--- src/rtl/seg_pkg.sv ---
package seg_pkg;
    typedef enum logic [1:0] {
        ST_WAIT_EN = 2'd0,
        ST_FILLING = 2'd1,
        ST_HANDOFF = 2'd2
    } seg_state_t;
endpackage

--- src/rtl/seg_edge_detect.sv ---
module seg_edge_detect (
    input  logic clk,
    input  logic rst_n,
    input  logic level_in,
    output logic fall
);
    logic prev_q;

    always_ff @(posedge clk) begin
        if (!rst_n) prev_q <= 1'b1;
        else        prev_q <= level_in;
    end

    assign fall = prev_q & ~level_in;

    // one falling edge produces exactly one strobe cycle
    a_r2_single_pulse: assert property (@(posedge clk) disable iff (!rst_n)
        fall |=> !fall);
endmodule

--- src/rtl/seg_fill_fsm.sv ---
module seg_fill_fsm
    import seg_pkg::*;
#(
    parameter int SLOTS = 80,
    parameter int PTR_W = $clog2(SLOTS + 1)
) (
    input  logic             clk,
    input  logic             rst_n,
    input  logic             cap_fall,
    input  logic             line_fall,
    input  logic             en_in_n,
    input  logic             bus8,
    output logic             strobe,
    output logic [PTR_W-1:0] ptr,
    output logic             done
);
    seg_state_t       state_q, state_d;
    logic [PTR_W-1:0] ptr_q, ptr_d;
    logic [PTR_W:0]   ptr_sum;
    logic             go;

    assign ptr_sum = {1'b0, ptr_q} + (bus8 ? (PTR_W+1)'(2) : (PTR_W+1)'(1));

    always_ff @(posedge clk) begin
        if (!rst_n) begin
            state_q <= ST_WAIT_EN;
            ptr_q   <= '0;
        end else begin
            state_q <= state_d;
            ptr_q   <= ptr_d;
        end
    end

    always_comb begin
        state_d = state_q;
        ptr_d   = ptr_q;
        go      = 1'b0;
        if (line_fall) begin
            state_d = ST_WAIT_EN;
            ptr_d   = '0;
        end else begin
            unique case (state_q)
                ST_WAIT_EN: go = cap_fall & ~en_in_n;
                ST_FILLING: go = cap_fall;
                ST_HANDOFF: go = 1'b0;
                default:    go = 1'b0;
            endcase
            if (go) begin
                ptr_d   = ptr_sum[PTR_W-1:0];
                state_d = (ptr_sum >= (PTR_W+1)'(SLOTS)) ? ST_HANDOFF : ST_FILLING;
            end
        end
    end

    always_comb begin
        strobe = go;
        ptr    = ptr_q;
        done   = (state_q == ST_HANDOFF);
    end

    // rearm returns the pointer to the start and releases the token
    a_r10_rearm: assert property (@(posedge clk) disable iff (!rst_n)
        line_fall |=> (ptr == '0 && !done));
    // the handoff state holds until rearmed
    a_r9_hold_handoff: assert property (@(posedge clk) disable iff (!rst_n)
        (done && !line_fall) |=> (done && $stable(ptr)));
    // pointer never runs past the line
    a_r3_ptr_bound: assert property (@(posedge clk) disable iff (!rst_n)
        ptr <= PTR_W'(SLOTS));
    // handoff is only entered with the full line stored
    a_r8_full_on_handoff: assert property (@(posedge clk) disable iff (!rst_n)
        $rose(done) |-> ptr == PTR_W'(SLOTS));
    // without the token the block stays parked at the start
    a_r2_wait_gated: assert property (@(posedge clk) disable iff (!rst_n)
        (state_q == ST_WAIT_EN && en_in_n && !line_fall) |=>
            (state_q == ST_WAIT_EN && ptr == '0));
endmodule

--- src/rtl/seg_group_store.sv ---
module seg_group_store #(
    parameter int NUM_POS = 320,
    parameter int NIB     = 4,
    parameter int SLOTS   = NUM_POS / NIB,
    parameter int PTR_W   = $clog2(SLOTS + 1)
) (
    input  logic               clk,
    input  logic               rst_n,
    input  logic               strobe,
    input  logic [PTR_W-1:0]   ptr,
    input  logic               shl,
    input  logic               bus8,
    input  logic [2*NIB-1:0]   data_in,
    output logic [NUM_POS-1:0] line_q
);
    int phys_lo, phys_hi;
    logic [NIB-1:0] nib_lo, nib_hi;

    function automatic logic [NIB-1:0] orient(input logic [NIB-1:0] n, input logic asc);
        logic [NIB-1:0] r;
        for (int i = 0; i < NIB; i++) r[i] = asc ? n[i] : n[NIB-1-i];
        return r;
    endfunction

    always_comb begin
        phys_lo = shl ? int'(ptr)     : SLOTS - 1 - int'(ptr);
        phys_hi = shl ? int'(ptr) + 1 : SLOTS - 2 - int'(ptr);
        nib_lo  = orient(data_in[NIB-1:0], shl);
        nib_hi  = orient(data_in[2*NIB-1:NIB], shl);
    end

    for (genvar s = 0; s < SLOTS; s++) begin : g_slot
        always_ff @(posedge clk) begin
            if (!rst_n) begin
                line_q[s*NIB +: NIB] <= '0;
            end else if (strobe) begin
                if (phys_lo == s)
                    line_q[s*NIB +: NIB] <= nib_lo;
                else if (bus8 && phys_hi == s)
                    line_q[s*NIB +: NIB] <= nib_hi;
            end
        end
    end

    // contents only move on a capture strobe
    a_r9_store_stable: assert property (@(posedge clk) disable iff (!rst_n)
        !strobe |=> $stable(line_q));
endmodule

--- src/rtl/seg_enable_route.sv ---
module seg_enable_route (
    input  logic shl,
    input  logic done,
    input  logic eio1_in,
    input  logic eio2_in,
    output logic en_in_n,
    output logic eio1_out,
    output logic eio1_oe,
    output logic eio2_out,
    output logic eio2_oe
);
    always_comb begin
        en_in_n  = shl ? eio1_in : eio2_in;
        eio1_oe  = ~shl;
        eio2_oe  = shl;
        eio1_out = shl ? 1'b1 : ~done;
        eio2_out = shl ? ~done : 1'b1;
    end
endmodule

--- src/rtl/lcd_seg_capture.sv ---
module lcd_seg_capture #(
    parameter int NUM_POS = 320,
    parameter int BUS_W   = 8
) (
    input  logic               clk,
    input  logic               rst_n,
    input  logic               cap_clk,
    input  logic               line_clk,
    input  logic [BUS_W-1:0]   data_in,
    input  logic               bus8,
    input  logic               shl,
    input  logic               eio1_in,
    output logic               eio1_out,
    output logic               eio1_oe,
    input  logic               eio2_in,
    output logic               eio2_out,
    output logic               eio2_oe,
    output logic [NUM_POS-1:0] line_data
);
    localparam int NIB   = BUS_W / 2;
    localparam int SLOTS = NUM_POS / NIB;
    localparam int PTR_W = $clog2(SLOTS + 1);

    logic             cap_fall, line_fall, en_in_n, strobe, done;
    logic [PTR_W-1:0] ptr;

    seg_edge_detect u_cap_edge (
        .clk(clk), .rst_n(rst_n), .level_in(cap_clk), .fall(cap_fall));
    seg_edge_detect u_line_edge (
        .clk(clk), .rst_n(rst_n), .level_in(line_clk), .fall(line_fall));

    seg_enable_route u_route (
        .shl(shl), .done(done), .eio1_in(eio1_in), .eio2_in(eio2_in),
        .en_in_n(en_in_n), .eio1_out(eio1_out), .eio1_oe(eio1_oe),
        .eio2_out(eio2_out), .eio2_oe(eio2_oe));

    seg_fill_fsm #(.SLOTS(SLOTS), .PTR_W(PTR_W)) u_fsm (
        .clk(clk), .rst_n(rst_n), .cap_fall(cap_fall), .line_fall(line_fall),
        .en_in_n(en_in_n), .bus8(bus8), .strobe(strobe), .ptr(ptr), .done(done));

    seg_group_store #(.NUM_POS(NUM_POS), .NIB(NIB), .SLOTS(SLOTS), .PTR_W(PTR_W)) u_store (
        .clk(clk), .rst_n(rst_n), .strobe(strobe), .ptr(ptr), .shl(shl),
        .bus8(bus8), .data_in(data_in), .line_q(line_data));

    // the pin acting as input is never driven low
    a_r7_input_pin_released: assert property (@(posedge clk) disable iff (!rst_n)
        (shl ? (eio1_out && !eio1_oe) : (eio2_out && !eio2_oe)));
    // a line-clock edge blocks any store in the same cycle
    a_r11_line_wins: assert property (@(posedge clk) disable iff (!rst_n)
        line_fall |=> $stable(line_data));
endmodule

--- config.mk ---
export PLATFORM = sky130hd
export DESIGN_NAME = lcd_seg_capture
export DESIGN_NICKNAME = d
export VERILOG_FILES = /design/src/rtl/seg_pkg.sv /design/src/rtl/seg_edge_detect.sv /design/src/rtl/seg_fill_fsm.sv /design/src/rtl/seg_group_store.sv /design/src/rtl/seg_enable_route.sv /design/src/rtl/lcd_seg_capture.sv
export SDC_FILE = /design/constraint.sdc
export NUM_CORES = 1
export LEC_CHECK = 0
export BUFFER_PORTS_ARGS = -buffer_cell sky130_fd_sc_hd__buf_4
export CORE_MARGIN = 2
export CORE_UTILIZATION = 40
export DETAILED_ROUTE_END_ITERATION = 8
export PLACE_DENSITY_LB_ADDON = 0.15
export SETUP_SLACK_MARGIN = 0.2
export SYNTH_ARGS = -nofsm -noshare
export SYNTH_HDL_FRONTEND = slang
export SYNTH_HIERARCHICAL = 1
export SYNTH_SLANG_ARGS = --single-unit
export TNS_END_PERCENT = 1
--- constraint.sdc ---
create_clock -name clk -period 8.31 [get_ports clk]
set_input_delay 0.831 -clock clk [delete_from_list [all_inputs] [get_ports clk]]
set_output_delay 0.831 -clock clk [all_outputs]
set_load 0.1 [all_outputs]
======== Word-level counts from Yosys, hierarchy flattened ========
Index checks and enable logic that the tools add are counted.
cells by class
  multiplexer cells ....................... 178
  shift-type cells ........................ 0
  equal/unequal tests ..................... 160
  $mul .................................... 0
  div/mod/pow operators ................... 0
  magnitude comparators ................... 1
  bitwise logic cells ..................... 9
  add/sub/neg operators ................... 4
  reductions and logical operators ........ 244
operators with widths
  operator               count
  $eq A32 B7 Y1 const B  64
  $eq A32 B6 Y1 const B  32
  $eq A32 B8 Y1 const B  32
  $mux W4                160
  $eq A32 B5 Y1 const B  16
  $eq A32 B4 Y1 const B  8
  $reduce_and A2 Y1      80
  $reduce_bool A2 Y1     80
  $eq A32 B3 Y1 const B  4
  $logic_and A1 B1 Y1    80
  $eq A32 B2 Y1 const B  2
  $logic_not A32 Y1      2
  $mux W32               2
  $sub A7 B7 Y8 const A  2
  $mux W1                13
  $add A7 B1 Y8 const B  1
  $add A7 B8 Y8          1
  $ge A8 B7 Y1 const B   1
  $not A1 Y1             6
  $mux W2                2
  $and A1 B1 Y1          3
  $eq A2 B1 Y1 const B   1
  $eq A2 B2 Y1 const B   1
  $logic_not A2 Y1       1
  2 further kinds        2
storage, ports and cells
  output and inout port bits .............. 324
  bits in latches ......................... 0
  memory bits (writable) .................. 0
  register bits after elaboration ......... 331
  memories ................................ 0
  ROM bits ................................ 0

======== Longest topological paths before layout ========
Gate-level depths: netlist of run 1.
  depth after elaboration ................. 7
  mapped depth ............................ 12
  mapped depth without buffers ............ 9

======== Modules after synthesis ========
Netlist of run 1, hierarchy kept.
by module, submodules not included
  module            area an instance (µm²)  seq. area each (µm²)  cells each  instances
  seg_group_store   17321.6                 6406.1                2097        1
  seg_fill_fsm      505.5                   180.2                 58          1
  seg_edge_detect   32.5                    20.0                  3           2
  seg_enable_route  36.3                    0.0                   5           1

======== Worst setup path before layout of run 1 ========
Ideal clock, no wire load.
  kind .................................... input-to-reg
  start ................................... input shl
  end ..................................... register u_store.line_q[118]
  cell stages on the path ................. 9
  arrival time ............................ 3.070 ns
  required time ........................... 8.188 ns
  path slack .............................. 5.118 ns
  path through ............................ mux2_4 -> nor2b_1 -> nor3_1 -> clkbuf_1 -> o221a_2 -> nand3_2 -> nor4_4 -> a221oi_1 -> a221o_1
on the way
  word-level cells in the longest chain between the ends .. 7
  elaborated cells between the ends (all ways) .. 17
ends and longest elaborated chain
  element                             line                    RTL
  start: declaration                  lcd_seg_capture.sv:11   input logic shl,
  $mux W1                             seg_enable_route.sv:13  en_in_n = shl ? eio1_in : eio2_in;
  $not A1 Y1                          seg_fill_fsm.sv:43      ST_WAIT_EN: go = cap_fall & ~en_in_n;
  $and A1 B1 Y1                       seg_fill_fsm.sv:43
  $pmux W1 S2                         seg_fill_fsm.sv:42      unique case (state_q)
  $mux W1 (2 in series)               seg_fill_fsm.sv:38      if (line_fall) begin
  via strobe                          lcd_seg_capture.sv:24   logic cap_fall, line_fall, en_in_n, strobe, done;
  $reduce_and A2 Y1 (no source line)  --
  end signal: indexed assignment      seg_group_store.sv:38   line_q[s*NIB +: NIB] <= nib_lo;
  end signal: indexed assignment      seg_group_store.sv:40   line_q[s*NIB +: NIB] <= nib_hi;
  end: declaration                    seg_group_store.sv:14   output logic [NUM_POS-1:0] line_q
The timed path passes the listed nets, and every way through them passes these cells. The select of a mux whose other input is x is not followed.
A chain may end at the register's enable or synchronous reset.

======== Worst setup path after layout of run 1 ========
  start ................................... input shl
  end ..................................... register u_store.line_q[213]
on the way
  word-level cells in the longest chain between the ends .. 7
  elaborated cells between the ends (all ways) .. 17
ends and longest elaborated chain
  element                             line
  $mux W1                             seg_enable_route.sv:13
  via en_in_n                         lcd_seg_capture.sv:24
  $not A1 Y1                          seg_fill_fsm.sv:43
  $and A1 B1 Y1                       seg_fill_fsm.sv:43
  $pmux W1 S2                         seg_fill_fsm.sv:42
  $mux W1 (2 in series)               seg_fill_fsm.sv:38
  via strobe                          lcd_seg_capture.sv:24
  $reduce_and A2 Y1 (no source line)  --
The timed path passes the listed nets, and every way through them passes these cells. The select of a mux whose other input is x is not followed.

==> results of run 1 <==
## through the flow
| step | hold slack (ns) | cells | power [mW] |
|---|---|---|---|
| 2_1_floorplan | 0.4500 | 2166 | 1.882 |
| 3_3_place_gp | 0.4461 | 2966 | 2.012 |
| 3_5_place_dp | 0.4488 | 2966 | 2.014 |
| 4_1_cts | 0.4545 | 3030 | 3.782 |
| 5_1_grt | 0.4698 | 3030 | 3.876 |
| 6_report | 0.4596 | 3031 | 3.775 |
## state kept, by name (all words and copies together) (netlist names)
register	cells
u_line_edge/prev_q	1
u_fsm/state_q	2
u_store/line_q	320
u_cap_edge/prev_q	1
u_fsm/ptr	7
## power groups by stage
| stage | Combinational, mW | Sequential (mW) | Clock (mW) |
|---|---|---|---|
| 3_3_place_gp | 0.383 | 1.63 | 0 |
| 4_1_cts | 0.387 | 1.59 | 1.80 |
| 2_1_floorplan | 0.235 | 1.65 | 0 |
| 3_5_place_dp | 0.385 | 1.63 | 0 |
| 6_report | 0.398 | 1.59 | 1.78 |
| 5_1_grt | 0.418 | 1.59 | 1.86 |
## critical path: stages
cell	delay, ns
buf_4	0.57
mux2_4	0.35
nor2b_1	0.18
nor3_1	0.15
buf_4	0.27
o221a_2	0.26
nand3_2	0.20
nor2_2	0.95
a31oi_1	0.36
a221o_1	0.44
## area by class of cell
type	count	area [µm²]	area share (%)
Antenna cell	1	2.502	0.01125
Clock buffer	48	1070	4.808
Clock inverter	16	229.0	1.029
Inverter	13	48.80	0.2193
Multi-Input combinational cell	1651	10680	48.00
Sequential cell	331	6626	29.78
Tap cell	592	740.7	3.329
Timing Repair Buffer	379	2853	12.82
## path summary, 6_finish.rpt
check	cells past startpoint	to	slack [ns]
worst min register to register	2	u_store/line_q[276]$_SDFFE_PN0P_	0.46
worst max-delay path	10	u_store/line_q[213]$_SDFFE_PN0P_	4.19
worst min-delay path	2	u_store/line_q[276]$_SDFFE_PN0P_	0.46
worst max register to register	6	u_store/line_q[280]$_SDFFE_PN0P_	4.23
## kinds of logic after synthesis
kind of cell | share of synthesized area, %
adders and majority gates | 0.6002
muxes | 8.800
AOI/OAI and AO/OA | 29.50
buffers and inverters | 4.187
xor gates and xnor gates | 0.4746
and+or+nand+nor | 19.48
DFF | 36.96
## layer usage
metal	routed length (µm)	part of all wire (%)	track usage [%]
met4	3653	4.6	15.08
met2	34350	43	49.81
met3	8447	11	8.175
met5	0	0	0
met1	32730	41	43.53
## cells in the final DEF (no fill, tap or decap), drive strengths merged, types with 23 or more instances in the layout
cell,Yosys,routed
nor3,29,29
dfxtp,331,331
mux2i,146,146
o22ai,26,26
o211ai,139,139
a31oi,27,27
o2111ai,46,46
buf,42,379
o2bb2ai,45,45
nand2,444,444
a221o,24,24
a21oi,69,69
o21ai,117,117
a32oi,23,23
nor2,158,158
nand3,45,45
clkbuf,129,48
a22o,53,53
==> impl_metrics.csv, run 1 <==
group,metric,value,unit
logic_synthesis,synth_top_cell_area_share,36.96,%
logic_synthesis,yosys.area.top_type,"dfxtp_1",
global_routing,grt_usage,32.72,%
setup_path,path_max_fanout,60,
timing,fin_crit_sh,49.56,%
placement,place.gp.congestion,0.9739,
clocking,cts_buffers,38,
final_layout,area_growth,24.10,%
route,wirelength,79180,µm
setup_path,critPathArrivalTime,4.58,ns
floorplanning,die_x,215.7,µm
power_and_ir_drop,p_switching,1.023,mW
clocking,cts_tree,"built",
logic_synthesis,ys_seq_area_share,36.96,%
route,vias,19160,
global_routing,grt_max_degree,171,
setup_path,cp-startpoint,"shl",
final_layout,fin_util,50.31,%
power_and_ir_drop,peakVddDrop,0.1234,mV
min_path,hold_path_class,"flop to flop",
logic_synthesis,synth.avg_cell_area,8.277,µm²
route,drt_iter0_markers,2083,
power_and_ir_drop,clkPwrFrac,47.2,%
logic_synthesis,async_flop_share,0,%
logic_synthesis,syn-cell-area,17930,µm²
logic_synthesis,synth.distinct_cells,96,
clocking,clkTransAtPathRegs,0.06,ns
route,dr.pass1.iters,8,
clocking,htreeDepth,2,
global_routing,grt_pass1_vias,17740,
power_and_ir_drop,swShare,27.09,%
route,avgViaCountPerCell,6.321,
logic_synthesis,synth_flop_cell,"dfxtp_1",
run,drv_cap,0,
placement,place_ws,3.759,ns
floorplanning,die_area,46530,µm²
power_and_ir_drop,p_int,2.752,mW
logic_synthesis,synth-edff-count,0,
logic_synthesis,synthTopCellsByArea,"dfxtp_1 (37%), nand2_1 (9.3%), mux2i_1 (8.2%), o211ai_1 (5.8%), nor2_1 (3.2%)",
power_and_ir_drop,comb_power_share,10.5,%
power_and_ir_drop,p_seq_share,42.2,%
logic_synthesis,ys_ff_latch,331,
clocking,insertion_delay,0.59,ns
placement,dpl_cell_area,20950,µm²
timing,slew_violations,0,
global_routing,antenna_found_initial,0,
floorplanning,coreArea,44220,µm²
timing,worst_slew_pin_slew,1.319,ns
timing,fin_crit,4.119,ns
logic_synthesis,synthesis.nets,2190,
timing,rsz0062_at_grt,"no",
setup_path,r2r_start,"u_fsm/ptr[3]$_SDFFE_PP0P_",
logic_synthesis,ys_warn_count,6,
timing,setup_tns,0,ns
placement,dp_hpwl,53450,µm
final_layout,final_layout_size_suffix_gt1_share,21.45,%
timing,hold_viol_final,0,
clocking,clkSinkCount,331,
route,final_antenna_net_count,0,
clocking,postCtsSetupRepairBufs,0,
floorplanning,start_util,40.54,%
final_layout,final_nets,2438,
logic_synthesis,syn_inst,2166,
setup_path,startpoint_type,"input pin",
clocking,clockBufferDepth,3,
timing,relSlewSlack,11.76,%
final_layout,final_area,22250,µm²
timing,setup_viol,0,
setup_path,crit_type,"input pin to flop",
setup_path,required,8.77,ns
min_path,min_from,"u_store/line_q[276]$_SDFFE_PN0P_",
clocking,ctsResizeCount,0,
clocking,cts_hold_repair.buffers,0,
floorplanning,ios,340,
timing,final.setup.worst_slack,4.191,ns
run_status,outcome,"complete, no violations",
global_routing,grt_pass1_wl,116200,µm
clocking,clockRootBuffer,"clkbuf_16",
logic_synthesis,synth.most_common_cell,"nand2_1",
setup_path,cp-end-kind,"flop",
floorplanning,rows,77,
power_and_ir_drop,leakagePower,9.226,nW
power_and_ir_drop,power.density,169.7,nW/µm²
final_layout,n_fill_cell,4180,
logic_synthesis,yosys-top-cells-count,"nand2_1 (443), dfxtp_1 (331), nor2_1 (155)",
timing,fin_skew,0.02834,ns
global_routing,overflow,0,
route,drc,0,
timing,clock.fmax,242.8,MHz
placement,port_buffers,339,
floorplanning,die_h,215.7,µm
route,routedWlPerCell,26.12,µm
(Power assumes the default switching activity.)
==> run 2, diff against run 1 <==
Clock period 8.31 ns to 3.6 ns, I/O delays scaled along.
==> run 2 against run 1 <==
- routed wire length increased by 2.8%
- sequential share of layout area decreased by 1.4 points
- critical path type unchanged
- largest power group unchanged
- cell count increased by 4.3%
- critical endpoint is now u_store/line_q[74]$_SDFFE_PN0P_
==> impl_metrics.csv, run 2 (synthesis results as in run 1) <==
group,metric,value,unit
setup_path,r2r-end,"u_store/line_q[63]$_SDFFE_PN0P_",
final_layout,final_area,23320,µm²
clocking,clkTransAtPathRegs,0.06,ns
placement,place.gp.congestion,0.9302,
placement,port_buffers,339,
placement,dp_hpwl,57610,µm
setup_path,critical_path.slowest_cell,"nor2_1",
timing,rsz0062_at_grt,"yes",
final_layout,final_common_cell,"buf_4",
floorplanning,rows,77,
global_routing,antenna_found_initial,0,
timing,relSlewSlack,27.52,%
setup_path,critPathArrivalTime,3.94,ns
timing,setup_tns,0,ns
final_layout,reg_top3,"u_store/line_q (320), u_fsm/ptr (7), u_fsm/state_q (2)",
clocking,htreeDepth,2,
final_layout,antennaDiodeCount,0,
clocking,insertion_delay,0.58,ns
floorplanning,die_x,215.7,µm
route,dr.pass1.iters,6,
global_routing,overflow,0,
final_layout,layout_common_cells,"buf_4 (490), nand2_1 (443), dfxtp_1 (331)",
setup_path,cp.depth,12,
power_and_ir_drop,peakVddDrop,0.2823,mV
route,routedWlPerCell,25.75,µm
route,vias,19610,
route,drc,0,
timing,setup_viol,0,
setup_path,cp-end-kind,"flop",
clocking,cts_buffers,39,
setup_path,r2r_start,"u_fsm/ptr[3]$_SDFFE_PP0P_",
min_path,min_from,"rst_n",
setup_path,required,4.06,ns
power_and_ir_drop,leakagePower,9.867,nW
timing,worst_slew_pin_slew,1.087,ns
final_layout,largest_reg_flops,320,
final_layout,area_growth,30.08,%
timing,clock.fmax,287.5,MHz
final_layout,final_nets,2564,
timing,fin_skew,0.02148,ns
setup_path,startpoint_type,"input pin",
global_routing,grt_pass1_vias,18580,
route,final_antenna_net_count,0,
setup_path,r2r_cells,8,
route,wirelength,81410,µm
timing,fin_crit_sh,96.62,%
setup_path,worst-path-buf-inv,4,
global_routing,grt_max_degree,115,
route,drt_iter0_markers,2238,
floorplanning,die_area,46530,µm²
timing,hold_viol_final,0,
global_routing,grt_usage,33.56,%
floorplanning,coreArea,44220,µm²
clocking,cts_tree,"built",
run_status,outcome,"complete, no violations",
final_layout,final_layout_size_suffix_gt1_share,24.79,%
setup_path,crit_type,"input pin to flop",
clocking,clkSinkCount,331,
setup_path,path_max_fanout,10,
power_and_ir_drop,fin_total_pwr,8.790,mW
setup_path,cpMostUsedCell,"buf_4",
floorplanning,die_h,215.7,µm
global_routing,grt_pass1_wl,119600,µm
floorplanning,start_util,40.54,%
power_and_ir_drop,power.density,376.9,nW/µm²
min_path,min_path_cells,2,
setup_path,critical_path.max_stage_delay,0.82,ns
clocking,clockRootBuffer,"clkbuf_16",
clocking,clockBufferDepth,3,
placement,dpl_cell_area,21960,µm²
setup_path,path_cells,"dlygate4sd3_1, buf_4, nor2b_1, nand2b_4, nor3_1, buf_4, o221a_2, nand3_2, nor2_1, buf_4, a31oi_1, a221o_1",
setup_path,path_delay_family,"simple AND/OR/NAND/NOR gates",
clocking,postCtsSetupRepairBufs,0,
floorplanning,ios,340,
min_path,worstHoldEndpoint,"u_cap_edge/prev_q$_SDFF_PN1_",
timing,slew_violations,0,
timing,fin_crit,3.478,ns
setup_path,r2r_setup_slack,0.25,ns
final_layout,top_register,"u_store/line_q",
route,avgViaCountPerCell,6.202,
run,drv_cap,0,
min_path,hold_path_class,"input pin to flop",
## run 2: cell types whose count changed in the layout (fill, tap and decap cells not counted), sizes merged, moves of 2 or more
| cell | change |
|---|---|
| clkbuf | +13 |
| dlygate4sd3 | +2 |
| bufinv | -2 |
| buf | +123 |
| clkinv | -4 |
## run 2: layer usage
layer	part of all wire, %	global-route usage (%)
met3	9.7	7.851
met1	42	45.00
met2	44	51.41
met5	0	0
met4	4.4	14.71
## run 2: metrics by stage
stage          hold slack, ns  worst slack, ns  instances  util [%]
4_1_cts                0.1522           0.2115       3162     52.70
3_3_place_gp           0.4478          -0.1439       3089     49.66
3_5_place_dp           0.4489         -0.01353       3089     49.66
2_1_floorplan          0.4330           0.5059       2166         -
5_1_grt                0.1616          0.02577       3162     52.74
6_report               0.1436           0.1215       3162     52.74
## run 2: area by class of cell
class | instances | area [µm²]
sequential | 331 | 6626
clock buffer | 61 | 1161
inverter | 13 | 48.80
clock inverter | 10 | 147.6
tap | 592 | 740.7
multi-input combinational | 1651 | 10660
timing repair buffer | 504 | 3934
fill | 4109 | 20900
## run 2: report_power, final
group	internal (mW)	switching [mW]
registers	3.67	0.00720
logic	0.285	0.722
clock network	2.44	1.66
## run 2: worst max-delay path by stage
stage                                          from                                to  slack [ns]
after detailed placement  u_fsm/ptr[1]$_SDFFE_PP0P_  u_store/line_q[137]$_SDFFE_PN0P_       -0.01
after global placement    u_fsm/ptr[2]$_SDFFE_PP0P_  u_store/line_q[137]$_SDFFE_PN0P_       -0.14
after floorplan           u_fsm/ptr[5]$_SDFFE_PP0P_   u_store/line_q[83]$_SDFFE_PN0P_        0.51
after global routing                        cap_clk   u_store/line_q[74]$_SDFFE_PN0P_        0.03
after CTS                                   cap_clk   u_store/line_q[74]$_SDFFE_PN0P_        0.21
final                                       cap_clk   u_store/line_q[74]$_SDFFE_PN0P_        0.12
## run 2: timing repair
item,CTS,global route
pin swaps,0,0
hold endpoints to repair,2,0
setup endpoints to repair,36,71
gates resized for setup,3,2
hold buffers,2,0
